### src/rtl/burst_pkg.sv
// Shared types for the burst initiator: the bus phase of the sequencer.
package burst_pkg;
    typedef enum logic [1:0] {
        PH_IDLE = 2'd0,
        PH_ADDR = 2'd1,
        PH_TURN = 2'd2,
        PH_DATA = 2'd3
    } phase_t;
endpackage

### src/rtl/burst_track.sv
// Job tracker: holds command, next byte address and words left.
// Assumes load_i and step_i are never high together (load only when idle).
module burst_track #(
    parameter int AD_W  = 32,
    parameter int CNT_W = 8,
    parameter int CMD_W = 4
) (
    input  logic             clk,
    input  logic             rst_n,
    input  logic             load_i,
    input  logic [CMD_W-1:0] cmd_i,
    input  logic [AD_W-1:0]  addr_i,
    input  logic [CNT_W-1:0] count_i,
    input  logic             step_i,
    output logic [CMD_W-1:0] cmd_o,
    output logic [AD_W-1:0]  addr_o,
    output logic             pending_o,
    output logic             rem_one_o,
    output logic             rem_two_o
);
    localparam int STEP = AD_W / 8;

    logic [CNT_W-1:0] rem_q;
    logic [AD_W-1:0]  addr_q;
    logic [CMD_W-1:0] cmd_q;

    // Load a job, or advance address and count after each moved word.
    always_ff @(posedge clk) begin
        if (!rst_n) begin
            rem_q  <= '0;
            addr_q <= '0;
            cmd_q  <= '0;
        end else if (load_i) begin
            rem_q  <= count_i;
            addr_q <= addr_i;
            cmd_q  <= cmd_i;
        end else if (step_i) begin
            rem_q  <= rem_q - CNT_W'(1);
            addr_q <= addr_q + AD_W'(STEP);
        end
    end

    assign cmd_o     = cmd_q;
    assign addr_o    = addr_q;
    assign pending_o = (rem_q != '0);
    assign rem_one_o = (rem_q == CNT_W'(1));
    assign rem_two_o = (rem_q == CNT_W'(2));
endmodule

### src/rtl/burst_seq.sv
// Phase sequencer: idle, address, read turnaround, data.
// Drives cycle-valid and initiator-ready from registered state; ends a
// tenure on the final word, on target stop, or one word after grant loss.
module burst_seq
    import burst_pkg::*;
(
    input  logic   clk,
    input  logic   rst_n,
    input  logic   pending_i,
    input  logic   rem_one_i,
    input  logic   rem_two_i,
    input  logic   write_i,
    input  logic   gnt_i,
    input  logic   trdy_i,
    input  logic   stop_i,
    output phase_t phase_o,
    output logic   frame_o,
    output logic   irdy_o,
    output logic   xfer_o,
    output logic   done_o
);
    phase_t phase_q;
    logic   last_q;
    logic   done_q;
    logic   xfer;

    assign xfer = (phase_q == PH_DATA) && trdy_i;

    // Advance the phase and track whether the current data phase is final.
    always_ff @(posedge clk) begin
        if (!rst_n) begin
            phase_q <= PH_IDLE;
            last_q  <= 1'b0;
        end else begin
            case (phase_q)
                PH_IDLE: begin
                    if (pending_i && gnt_i) begin
                        phase_q <= PH_ADDR;
                        last_q  <= rem_one_i;
                    end
                end
                PH_ADDR: begin
                    phase_q <= write_i ? PH_DATA : PH_TURN;
                    if (!gnt_i) last_q <= 1'b1;
                end
                PH_TURN: begin
                    phase_q <= PH_DATA;
                    if (!gnt_i) last_q <= 1'b1;
                end
                default: begin
                    if ((xfer && (last_q || rem_one_i)) || stop_i) begin
                        phase_q <= PH_IDLE;
                        last_q  <= 1'b0;
                    end else begin
                        if (xfer && rem_two_i) last_q <= 1'b1;
                        if (!gnt_i)            last_q <= 1'b1;
                    end
                end
            endcase
        end
    end

    // One-cycle completion pulse after the job's last word moves.
    always_ff @(posedge clk) begin
        if (!rst_n) done_q <= 1'b0;
        else        done_q <= xfer && rem_one_i;
    end

    assign phase_o = phase_q;
    assign frame_o = (phase_q == PH_ADDR) ||
                     (((phase_q == PH_TURN) || (phase_q == PH_DATA)) && !last_q);
    assign irdy_o  = (phase_q == PH_DATA);
    assign xfer_o  = xfer;
    assign done_o  = done_q;
endmodule

### src/rtl/burst_drive.sv
// Shared-line driver: address and command in the address phase, write
// data in write data phases, lines released otherwise.
module burst_drive
    import burst_pkg::*;
#(
    parameter int AD_W  = 32,
    parameter int CMD_W = 4
) (
    input  phase_t           phase_i,
    input  logic             write_i,
    input  logic [AD_W-1:0]  addr_i,
    input  logic [CMD_W-1:0] cmd_i,
    input  logic [AD_W-1:0]  wr_data_i,
    output logic [AD_W-1:0]  ad_o,
    output logic             ad_oe_o,
    output logic [CMD_W-1:0] cmd_o
);
    // Select what goes onto the shared lines for the current phase.
    always_comb begin
        ad_o    = '0;
        ad_oe_o = 1'b0;
        cmd_o   = '0;
        if (phase_i == PH_ADDR) begin
            ad_o    = addr_i;
            ad_oe_o = 1'b1;
            cmd_o   = cmd_i;
        end else if (phase_i == PH_DATA && write_i) begin
            ad_o    = wr_data_i;
            ad_oe_o = 1'b1;
        end
    end
endmodule

### src/rtl/burst_initiator.sv
// Burst initiator top: accepts a job, requests the bus, runs tenures
// until every word has moved. Assumes one job at a time; target and
// arbiter signals are synchronous to clk.
module burst_initiator
    import burst_pkg::*;
#(
    parameter int AD_W  = 32,
    parameter int CNT_W = 8,
    parameter int CMD_W = 4
) (
    input  logic             clk,
    input  logic             rst_n,
    input  logic             start_i,
    input  logic [CMD_W-1:0] cmd_i,
    input  logic [AD_W-1:0]  addr_i,
    input  logic [CNT_W-1:0] count_i,
    input  logic [AD_W-1:0]  wr_data_i,
    output logic             busy_o,
    output logic             done_o,
    output logic             xfer_o,
    output logic [AD_W-1:0]  rd_data_o,
    output logic             bus_req_o,
    input  logic             bus_grant_i,
    output logic             bus_cyc_o,
    output logic             init_rdy_o,
    input  logic             tgt_rdy_i,
    input  logic             tgt_stop_i,
    output logic [AD_W-1:0]  ad_o,
    output logic             ad_oe_o,
    input  logic [AD_W-1:0]  ad_i,
    output logic [CMD_W-1:0] cmd_o
);
    phase_t           phase;
    logic             pending, rem_one, rem_two, load, xfer;
    logic [CMD_W-1:0] cmd_q;
    logic [AD_W-1:0]  addr_q;

    assign load = start_i && !pending && (count_i != '0);

    burst_track #(.AD_W(AD_W), .CNT_W(CNT_W), .CMD_W(CMD_W)) u_track (
        .clk(clk), .rst_n(rst_n), .load_i(load), .cmd_i(cmd_i),
        .addr_i(addr_i), .count_i(count_i), .step_i(xfer),
        .cmd_o(cmd_q), .addr_o(addr_q), .pending_o(pending),
        .rem_one_o(rem_one), .rem_two_o(rem_two)
    );

    burst_seq u_seq (
        .clk(clk), .rst_n(rst_n), .pending_i(pending), .rem_one_i(rem_one),
        .rem_two_i(rem_two), .write_i(cmd_q[0]), .gnt_i(bus_grant_i),
        .trdy_i(tgt_rdy_i), .stop_i(tgt_stop_i), .phase_o(phase),
        .frame_o(bus_cyc_o), .irdy_o(init_rdy_o), .xfer_o(xfer),
        .done_o(done_o)
    );

    burst_drive #(.AD_W(AD_W), .CMD_W(CMD_W)) u_drive (
        .phase_i(phase), .write_i(cmd_q[0]), .addr_i(addr_q),
        .cmd_i(cmd_q), .wr_data_i(wr_data_i), .ad_o(ad_o),
        .ad_oe_o(ad_oe_o), .cmd_o(cmd_o)
    );

    assign busy_o    = pending;
    assign xfer_o    = xfer;
    assign rd_data_o = ad_i;
    assign bus_req_o = pending && (phase == PH_IDLE);
endmodule

### config.mk
export PLATFORM = sky130hd
export DESIGN_NAME = burst_initiator
export DESIGN_NICKNAME = d
export VERILOG_FILES = /design/src/rtl/burst_pkg.sv /design/src/rtl/burst_track.sv /design/src/rtl/burst_seq.sv /design/src/rtl/burst_drive.sv /design/src/rtl/burst_initiator.sv
export SDC_FILE = /design/constraint.sdc
export NUM_CORES = 1
export LEC_CHECK = 0
export CAP_MARGIN = 20
export CORE_ASPECT_RATIO = 0.6
export CORE_MARGIN = 3
export CORE_UTILIZATION = 35
export DETAILED_ROUTE_END_ITERATION = 10
export GPL_TIMING_DRIVEN = 0
export PLACE_DENSITY = 0.78
export REMOVE_ABC_BUFFERS = 1
export SLEW_MARGIN = 25
export SYNTH_ARGS = -nofsm -noshare
export SYNTH_HDL_FRONTEND = slang
export SYNTH_SLANG_ARGS = --single-unit
### constraint.sdc
create_clock -name clk -period 2.12 [get_ports clk]
set_clock_uncertainty 0.15 [all_clocks]
set_input_delay 0.53 -clock clk [delete_from_list [all_inputs] [get_ports clk]]
set_output_delay 0.53 -clock clk [all_outputs]
set_load 0.02 [all_outputs]
==> results.json, run 1 <==
{
  "via_per_inst": 5.49,
  "rows": 26,
  "cts_root_buffer": "clkbuf_16",
  "failed_checks": "negative setup slack",
  "coreArea_mm2": 0.00882,
  "critPathSlowestCell": "dfxtp_4",
  "clock_path_buffers": 2,
  "worstMarginPinSlew_ns": 0.591,
  "path_cells": "inv_4, ha_4, nor2_4, buf_12, buf_16, a22o_1, buf_6",
  "routed_wl_um": 13900,
  "critical_path_required_ns": 1.44,
  "grt_pass1_vias": 3687,
  "relSlewSlack_pct": 60.6,
  "synth_cell_types": 45,
  "final.period_utilization_pct": 110,
  "htree_levels": 2,
  "io_buffers": 124,
  "syn_inst": 400,
  "yosysWarnings": 0,
  "start_util_pct": 37.2,
  "worst_setup_path_end_kind": "primary output",
  "fillers": 746,
  "crit_fanout": 8,
  "grt_start_max_net_pins": 38,
  "synthToLayoutAreaGrowth_pct": 67.0,
  "slowest_delay_ns": 0.39,
  "clock_sinks": 48,
  "antenna_left": 0,
  "wl_per_cell_um": 21.5,
  "hold_viol_final": 0,
  "slew_viol_final": 0,
  "max_freq_mhz": 428,
  "cp.arrival_ns": 1.66,
  "pre_cts_slack_ns": -1.30,
  "setup_viol": 40,
  "rsz0062_at_grt": "yes",
  "nets": 646,
  "grt_use_total_pct": 25.2,
  "dpl.hpwl_um": 8050,
  "drcViolationCount": 0,
  "setup_slack_ns": -0.219,
  "critPathLaunchType": "flop",
  "clk_latency_ns": 0.30,
  "firstDrtPassIters": 4,
  "io_pins": 189,
  "peakVddDrop_mv": 0.634,
  "antenna_found_initial": 0,
  "drive_gt1_share_pct": 32.1,
  "die_area_mm2": 0.0106,
  "ys_ff_latch": 48,
  "avgSynthCellArea_um2": 8.20,
  "cts_tree": "done",
  "grt_pass1_wl_um": 20200,
  "vias": 3564,
  "hold_path_class": "reg -> reg",
  "synth.yosys.seq_area_share_pct": 29.3,
  "layout_min_cycle_time_ns": 2.34,
  "die_x_um": 131,
  "cap_violations": 0,
  "power.leakage_nw": 2.14,
  "status": "complete, but fails checks",
  "dieHeight_um": 81.0,
  "ctsHoldBuffers": 0,
  "gp_congestion": 0.882,
  "drt_iter0_markers": 250,
  "cts_buffers": 5,
  "crit_type": "reg -> out",
  "diodes": 0,
  "regArea_um2": 993,
  "synth_area_mm2": 0.00328,
  "grt-ovfl-total": 0,
  "tns_ns": -6.39,
  "multi_input_area_mm2": 0.00227,
  "p_per_area_mw_per_mm2": 1150,
  "path_clk_slew_ns": 0.07,
  "p_total_mw": 6.29
}
[layer usage]
layer	vias to the layer above	global-route usage [%]	routed length [um]
li1	1666	-	-
met1	1716	32.8	6180
met2	171	38.4	6190
met3	11	10.9	1490
met4	0	6.16	79
met5	-	0	0
[cell type report]
cell class                      count  area share [%]
Tap cell                          126            2.88
Timing Repair inverter              1           0.137
Clock buffer                        5            2.28
Clock inverter                      3           0.868
Multi-Input combinational cell    281            41.4
Timing Repair Buffer              168            32.9
Inverter                           17            1.39
Sequential cell                    48            18.1
[through the flow]
stage | utilization [%] | area [um^2] | hold WS, ns | std cells
2_1_floorplan | - | 2910 | 0.282 | 343
3_3_place_gp | 48.8 | 4310 | 0.288 | 593
3_5_place_dp | 49.4 | 4350 | 0.296 | 594
4_1_cts | 58.2 | 5130 | 0.312 | 635
5_1_grt | 62.1 | 5480 | 0.329 | 649
6_report | 62.1 | 5480 | 0.313 | 649
[cells in the final DEF (no fill, tap or decap), types with 8 or more instances in the layout]
cell / instances
nor2_1: 24
nand4_1: 9
nand3_1: 10
dlymetal6s2s_1: 8
buf_6: 45
a21oi_1: 30
xnor2_1: 24
a22o_1: 32
clkdlybuf4s50_1: 72
nand2_1: 28
inv_1: 10
buf_4: 26
dfxtp_2: 8
dfxtp_1: 34
o21ai_0: 18
a211oi_1: 13
[flip-flops by register name (all words and copies together), names as in the netlist]
| name | count |
|---|---|
| u_track.addr_o | 32 |
| u_seq.last_q | 1 |
| u_track.rem_q | 8 |
| u_seq.phase_o | 2 |
| u_track.cmd_o | 4 |
| u_seq.done_o | 1 |
[final timing paths]
kind / from / end / slack [ns] / depth (start not counted)
setup reg to reg: u_seq.phase_o[0] / u_track.addr_o[20] / -0.06 / 7
hold / removal: u_track.cmd_o[1] / u_track.cmd_o[1] / 0.31 / 2
hold reg to reg: u_track.cmd_o[1] / u_track.cmd_o[1] / 0.31 / 2
setup / recovery: u_seq.phase_o[1] / ad_o[11] / -0.22 / 7
[synth_stat cells (all sizes together)]
cell type   n  area share (%)
or3         3            0.57
a21o        1            0.23
nand3b      1            0.23
nor2       25             2.9
nand2b      1            0.19
and4        2            0.53
and2        4            0.76
clkbuf     14             1.6
o21bai      1            0.23
and3        1            0.19
a211o       2            0.53
a311oi      1            0.27
xor2        7             1.9
or4b        2            0.61
nand2      30             3.4
o211ai      2            0.46
or4         2            0.57
nor4       10             2.4
o311ai      1            0.27
ha         10             3.8
a31oi       2            0.38
nor3       16             2.7
mux2        1            0.34
o31ai       3            0.69
o41ai       1            0.27
mux2i       4             1.2
a22o       32             8.5
buf        43             9.8
a2111oi     1            0.84
inv        17             1.9
a211oi     15             3.7
a21oi      30             4.6
o21ai      18             2.7
nand3      13             2.0
xnor2      26             6.9
nand4      10             2.4
dfxtp      48              29
[repair_timing]
| action | 4_1_cts | 5_1_grt |
|---|---|---|
| pin swaps | 38 | 33 |
| buffers inserted | 26 | 15 |
| cloned | 7 | 1 |
| endpoints found under the setup margin | 90 | 82 |
| gates resized for setup | 290 | 67 |
[power breakdown]
group	internal (mW)	switching [mW]
clock	0.561	0.375
sequential	1.36	0.542
combinational	1.70	1.75
[critical path: cells and delay by family, from the launching register on]
kind	cells	cell delay, ns
AND/OR/NAND/NOR	1	0.17
AO/OA/AOI/OAI	1	0.17
buffers and inverters	4	0.44
adder cells (fa/ha/maj)	1	0.18
flip-flops	1	0.39
[logic make-up after synthesis]
logic type	after synthesis	synth area share, %
buffers and inverters	74	13.3
XOR/XNOR	33	8.81
AND/OR/NAND/NOR	120	19.4
adder cells (fa/ha/maj)	10	3.81
multiplexers	5	1.56
AO/OA/AOI/OAI	110	23.8
flip-flops	48	29.3
Power figures use the tool's default switching activity.
==> run 2: changes to the inputs <==
--- a/config.mk
+++ b/config.mk
@@ -8,10 +8,10 @@
 export CAP_MARGIN = 20
 export CORE_ASPECT_RATIO = 0.6
 export CORE_MARGIN = 3
-export CORE_UTILIZATION = 35
+export CORE_UTILIZATION = 40
 export DETAILED_ROUTE_END_ITERATION = 10
 export GPL_TIMING_DRIVEN = 0
-export PLACE_DENSITY = 0.78
+export PLACE_DENSITY = 0.84
 export REMOVE_ABC_BUFFERS = 1
 export SLEW_MARGIN = 25
 export SYNTH_ARGS = -nofsm -noshare
==> constraint.sdc (replaced) <==
create_clock -name clk -period 2.7 [get_ports clk]
set_clock_uncertainty 0.15 [all_clocks]
set_input_delay 0.675 -clock clk [delete_from_list [all_inputs] [get_ports clk]]
set_output_delay 0.675 -clock clk [all_outputs]
set_load 0.02 [all_outputs]
==> results.json, run 2 (synthesized netlist as in run 1, its figures left out) <==
{
  "slew_viol_final": 0,
  "peakVddDrop_mv": 0.537,
  "grt_use_total_pct": 24.4,
  "htree_levels": 2,
  "setup_slack_ns": 0.0501,
  "final_common_cell": "clkdlybuf4s50_1",
  "via_per_inst": 5.62,
  "layout_min_cycle_time_ns": 2.65,
  "firstDrtPassIters": 4,
  "worstMarginPinSlew_ns": 0.648,
  "worstHoldPathCells": 2,
  "mostFrequentLayoutCells": "clkdlybuf4s50_1, dfxtp_1, a22o_1",
  "cp.arrival_ns": 1.82,
  "setup_viol": 0,
  "final_util_pct": 61.0,
  "crit_type": "in -> out",
  "clock_sinks": 48,
  "hold_start": "u_track.cmd_o[1]",
  "grt_pass1_vias": 3190,
  "crit_fanout": 4,
  "cts_buffers": 5,
  "path_clk_slew_ns": 0.07,
  "final.period_utilization_pct": 98.1,
  "drt_iter0_markers": 262,
  "rsz0062_at_grt": "no",
  "synthToLayoutAreaGrowth_pct": 41.2,
  "start_util_pct": 43.2,
  "power.leakage_nw": 1.71,
  "routed_wl_um": 11700,
  "grt_pass1_wl_um": 17800,
  "rows": 24,
  "largest_reg_flops": 32,
  "final_cell_area_mm2": 0.00463,
  "grt-ovfl-total": 0,
  "path_buf_inv": 3,
  "p_int_mw": 2.32,
  "path_cells": "clkdlybuf4s50_1, nand2_2, clkinvlp_4, dlygate4sd2_1",
  "critical_path_required_ns": 1.88,
  "critPathLaunchType": "input pin",
  "critPathTopFamily": "buffers and inverters",
  "fillers": 686,
  "dieHeight_um": 76.2,
  "slowest_delay_ns": 0.47,
  "regToRegSetupSlack_ns": 0.24,
  "critPathLaunch": "tgt_rdy_i",
  "dpl.hpwl_um": 7850,
  "hold_viol_final": 0,
  "nets": 614,
  "p_switching_mw": 1.83,
  "p_clk_share_pct": 15.6,
  "power_frac_comb_pct": 49.4,
  "cap_violations": 0,
  "vias": 3345,
  "hold_end": "u_track.cmd_o[1]",
  "die_area_mm2": 0.00936,
  "r2r_start": "u_track.rem_q[0]",
  "tns_ns": 0,
  "p_sw_share_pct": 44.0,
  "hold_path_class": "reg -> reg",
  "cts_root_buffer": "clkbuf_16",
  "p_per_area_mw_per_mm2": 896,
  "max_freq_mhz": 377,
  "critPathSlowestCell": "clkdlybuf4s50_1",
  "seqPwrFrac_pct": 35.0,
  "drive_gt1_share_pct": 13.0,
  "coreArea_mm2": 0.00760,
  "clk_latency_ns": 0.29,
  "rr_worst_depth": 8,
  "r2r-end": "u_track.rem_q[3]",
  "ctsHoldBuffers": 0,
  "p_total_mw": 4.15,
  "relSlewSlack_pct": 56.6,
  "status": "complete, no violations",
  "die_x_um": 123,
  "gp_congestion": 0.854,
  "io_buffers": 124,
  "drcViolationCount": 0,
  "grt_start_max_net_pins": 38,
  "pre_cts_slack_ns": -0.807,
  "antenna_left": 0,
  "cts_tree": "done",
  "diodes": 0,
  "io_pins": 189,
  "wl_per_cell_um": 19.7,
  "placed_area_mm2": 0.00430,
  "worst_setup_path_end_kind": "primary output",
  "clock_path_buffers": 2,
  "antenna_found_initial": 0
}
[run 2: cell types whose count changed in the layout (fill, tap and decap cells not counted), sizes merged, moves of 2 or more]
cell / before / now
dlymetal6s2s: 8 / 1
clkdlybuf4s50: 72 / 83
clkinvlp: 3 / 5
clkdlybuf4s15: 1 / 8
buf: 83 / 13
clkbuf: 5 / 16
dlygate4sd2: 2 / 22
clkinv: 2 / 0
[run 2: power by group through the flow]
| stage | combinational, mW | clock [mW] | sequential (mW) |
|---|---|---|---|
| after floorplan | 1.27 | 0 | 1.32 |
| after global placement | 1.85 | 0 | 1.40 |
| after detailed placement | 1.90 | 0 | 1.43 |
| after CTS | 2.03 | 0.652 | 1.43 |
| after global routing | 2.23 | 0.685 | 1.51 |
| final | 2.05 | 0.646 | 1.45 |
[run 2: through the flow]
step / std cells / hold WS, ns
4_1_cts: 594 / 0.307
3_5_place_dp: 571 / 0.297
2_1_floorplan: 343 / 0.282
3_3_place_gp: 571 / 0.289
5_1_grt: 595 / 0.335
6_report: 595 / 0.303
[run 2: worst max path at each step]
stage	endpoint	slack (ns)	cells after the start
floorplan	ad_o[0]	-0.59	4
global placement	ad_o[12]	-1.92	5
detailed placement	u_seq.last_q	-0.81	5
CTS	busy_o	-0.06	3
global route	ad_o[9]	0.0009	7
finish	xfer_o	0.05	4
[run 2: what timing repair did]
| item | 4_1_cts | 5_1_grt |
|---|---|---|
| resized for setup | 61 | 34 |
| setup buffers | 12 | 1 |
| cloned | 3 | 0 |
| pin swaps | 5 | 1 |
| setup endpoints to repair | 84 | 59 |
[run 2: routing by layer]
metal	up-vias	wire [um]	GRT usage [%]
li1	1592	-	-
met4	2	95	3.24
met2	161	4890	35.3
met3	12	1380	11.0
met1	1578	5330	33.9
met5	-	46	3.98
[run 2: final cells by class]
| type | count | area (um^2) | share of cell area (%) |
|---|---|---|---|
| clock buffer | 6 | 139 | 3.00 |
| tap | 104 | 130 | 2.81 |
| timing repair buffer | 137 | 1290 | 27.8 |
| sequential | 48 | 968 | 20.9 |
| clock inverter | 2 | 15.0 | 0.324 |
| inverter | 17 | 71.3 | 1.54 |
| timing repair inverter | 1 | 5.00 | 0.108 |
| multi-input combinational | 280 | 2010 | 43.5 |
[run 2: worst register-to-register path: cells and delay by family (launching register included)]
family / cells / cell delay [ns]
flip-flops: 1 / 0.34
adder cells (fa/ha/maj): 1 / 0.21
AND/OR/NAND/NOR: 2 / 0.71
buffers and inverters: 2 / 0.34
AO/OA/AOI/OAI: 3 / 0.57
==> run 3: changes to the inputs <==
--- a/config.mk
+++ b/config.mk
@@ -9,6 +9,7 @@
 export CORE_ASPECT_RATIO = 0.6
 export CORE_MARGIN = 3
 export CORE_UTILIZATION = 40
+export CTS_BUF_LIST = sky130_fd_sc_hd__clkbuf_2 sky130_fd_sc_hd__clkbuf_4 sky130_fd_sc_hd__clkbuf_8
 export DETAILED_ROUTE_END_ITERATION = 10
 export GPL_TIMING_DRIVEN = 0
 export PLACE_DENSITY = 0.84
==> results.json, run 3 (synthesized netlist as in run 1, its figures left out) <==
{
  "rsz0062_at_grt": "no",
  "power.leakage_nw": 1.71,
  "slew_viol_final": 0,
  "cts_root_buffer": "clkbuf_8",
  "max_freq_mhz": 377,
  "slowest_delay_ns": 0.47,
  "clk_latency_ns": 0.30,
  "coreArea_mm2": 0.00760,
  "p_int_mw": 2.17,
  "drt_iter0_markers": 248,
  "grt_pass1_vias": 3186,
  "path_buf_inv": 3,
  "htree_levels": 2,
  "p_clk_share_pct": 11.7,
  "multi_input_area_mm2": 0.00201,
  "p_sw_share_pct": 45.6,
  "p_total_mw": 3.99,
  "drcViolationCount": 0,
  "final_common_cell": "clkdlybuf4s50_1",
  "layout_min_cycle_time_ns": 2.65,
  "wl_per_cell_um": 19.8,
  "cts_tree": "done",
  "grt-ovfl-total": 0,
  "grt_start_max_net_pins": 38,
  "setup_viol": 0,
  "tns_ns": 0,
  "antenna_found_initial": 0,
  "die_x_um": 123,
  "worstMarginPinSlew_ns": 0.662,
  "fillers": 701,
  "regArea_um2": 968,
  "gp_congestion": 0.854,
  "dpl.hpwl_um": 7850,
  "placed_area_mm2": 0.00430,
  "dp.cells": 571,
  "hold_viol_final": 0,
  "die_area_mm2": 0.00936,
  "status": "complete, no violations",
  "clock_sinks": 48,
  "crit_fanout": 4,
  "final_cell_area_mm2": 0.00456,
  "worst_setup_path_end_kind": "primary output",
  "path_clk_slew_ns": 0.10,
  "p_switching_mw": 1.82,
  "pre_cts_slack_ns": -0.807,
  "io_buffers": 124,
  "power_frac_comb_pct": 51.9,
  "rows": 24,
  "cap_violations": 0,
  "critPathTopFamily": "buffers and inverters",
  "peakVddDrop_mv": 0.538,
  "relSlewSlack_pct": 55.3,
  "holdWs_ns": 0.306,
  "crit_type": "in -> out",
  "final_cells": 598,
  "final.period_utilization_pct": 98.3,
  "p_per_area_mw_per_mm2": 874,
  "start_util_pct": 43.2,
  "dieHeight_um": 76.2,
  "clock_path_buffers": 2,
  "cts_buffers": 5,
  "final_util_pct": 60.1,
  "largest_reg_flops": 32,
  "critPathSlowestCell": "clkdlybuf4s50_1",
  "grt_pass1_wl_um": 17800,
  "seqPwrFrac_pct": 36.4,
  "routed_wl_um": 11900,
  "drive_gt1_share_pct": 14.4,
  "via_per_inst": 5.65,
  "grt_use_total_pct": 24.4,
  "synthToLayoutAreaGrowth_pct": 39.1,
  "diodes": 0,
  "critPathLaunchType": "input pin",
  "firstDrtPassIters": 5,
  "nets": 617,
  "cp.arrival_ns": 1.83,
  "critical_path_required_ns": 1.88,
  "mostFrequentLayoutCells": "clkdlybuf4s50_1, dfxtp_1, a22o_1",
  "path_cells": "clkdlybuf4s50_1, nand2_2, clkinvlp_4, dlygate4sd2_1",
  "antenna_left": 0,
  "io_pins": 189,
  "vias": 3379,
  "hold_path_class": "reg -> reg",
  "setup_slack_ns": 0.0471
}
==> run 3: changes by cell type in the layout (fill, tap and decap cells not counted), moves of 2 or more <==
cell / before / now
buf_2: 0 / 16
clkbuf_2: 10 / 0
clkbuf_16: 5 / 0
clkbuf_8: 1 / 6
clkdlybuf4s15_1: 5 / 1
buf_4: 11 / 14
clkdlybuf4s15_2: 3 / 1
==> run 3: routing by layer <==
| metal | share of wire, % | wire [um] | up-vias | track usage (%) |
|---|---|---|---|---|
| met2 | 42 | 4950 | 179 | 35.1 |
| met1 | 45 | 5340 | 1587 | 33.6 |
| met5 | 0.39 | 46 | - | 3.98 |
| li1 | - | - | 1601 | - |
| met4 | 0.66 | 78 | 2 | 3.24 |
| met3 | 12 | 1450 | 10 | 11.4 |
==> run 3: area by class of cell <==
| type | count | share of cell area (%) |
|---|---|---|
| multi-input cells | 280 | 44.1 |
| inverters | 17 | 1.64 |
| repair inverters | 1 | 0.110 |
| flip-flops and latches | 48 | 21.2 |
| repair buffers | 140 | 27.9 |
| well taps | 104 | 2.85 |
| clock buffers | 6 | 1.81 |
| clock inverters | 2 | 0.329 |
==> run 3: path summary, 6_finish.rpt <==
| path | startpoint | to | slack (ns) | cells past startpoint |
|---|---|---|---|---|
| max | tgt_rdy_i | xfer_o | 0.05 | 4 |
| max reg2reg | u_track.rem_q[0] | u_track.rem_q[3] | 0.24 | 8 |
| min | u_track.cmd_o[1] | u_track.cmd_o[1] | 0.31 | 2 |
| min reg2reg | u_track.cmd_o[1] | u_track.cmd_o[1] | 0.31 | 2 |
==> run 3: repair_timing <==
action | in CTS | in global routing
setup endpoints to repair | 84 | 45
cloned | 3 | 0
setup buffers | 12 | 4
hold buffers | 0 | 0
resized for setup | 90 | 25
pin swaps | 5 | 1
==> run 3: power by group through the flow <==
stage / Combinational [mW] / Sequential [mW] / Clock, mW
floorplan: 1.27 / 1.32 / 0
global placement: 1.85 / 1.40 / 0
detailed placement: 1.90 / 1.43 / 0
CTS: 2.04 / 1.43 / 0.478
global route: 2.25 / 1.50 / 0.501
finish: 2.07 / 1.45 / 0.466
==> run 3: worst reg2reg max path, cell delays in order (launching register included) <==
cell,delay (ns)
dfxtp_1,0.35
inv_1,0.15
ha_1,0.21
or4b_2,0.66
a2111oi_4,0.37
buf_4,0.19
nor4_1,0.05
a21oi_1,0.12
a21oi_1,0.08
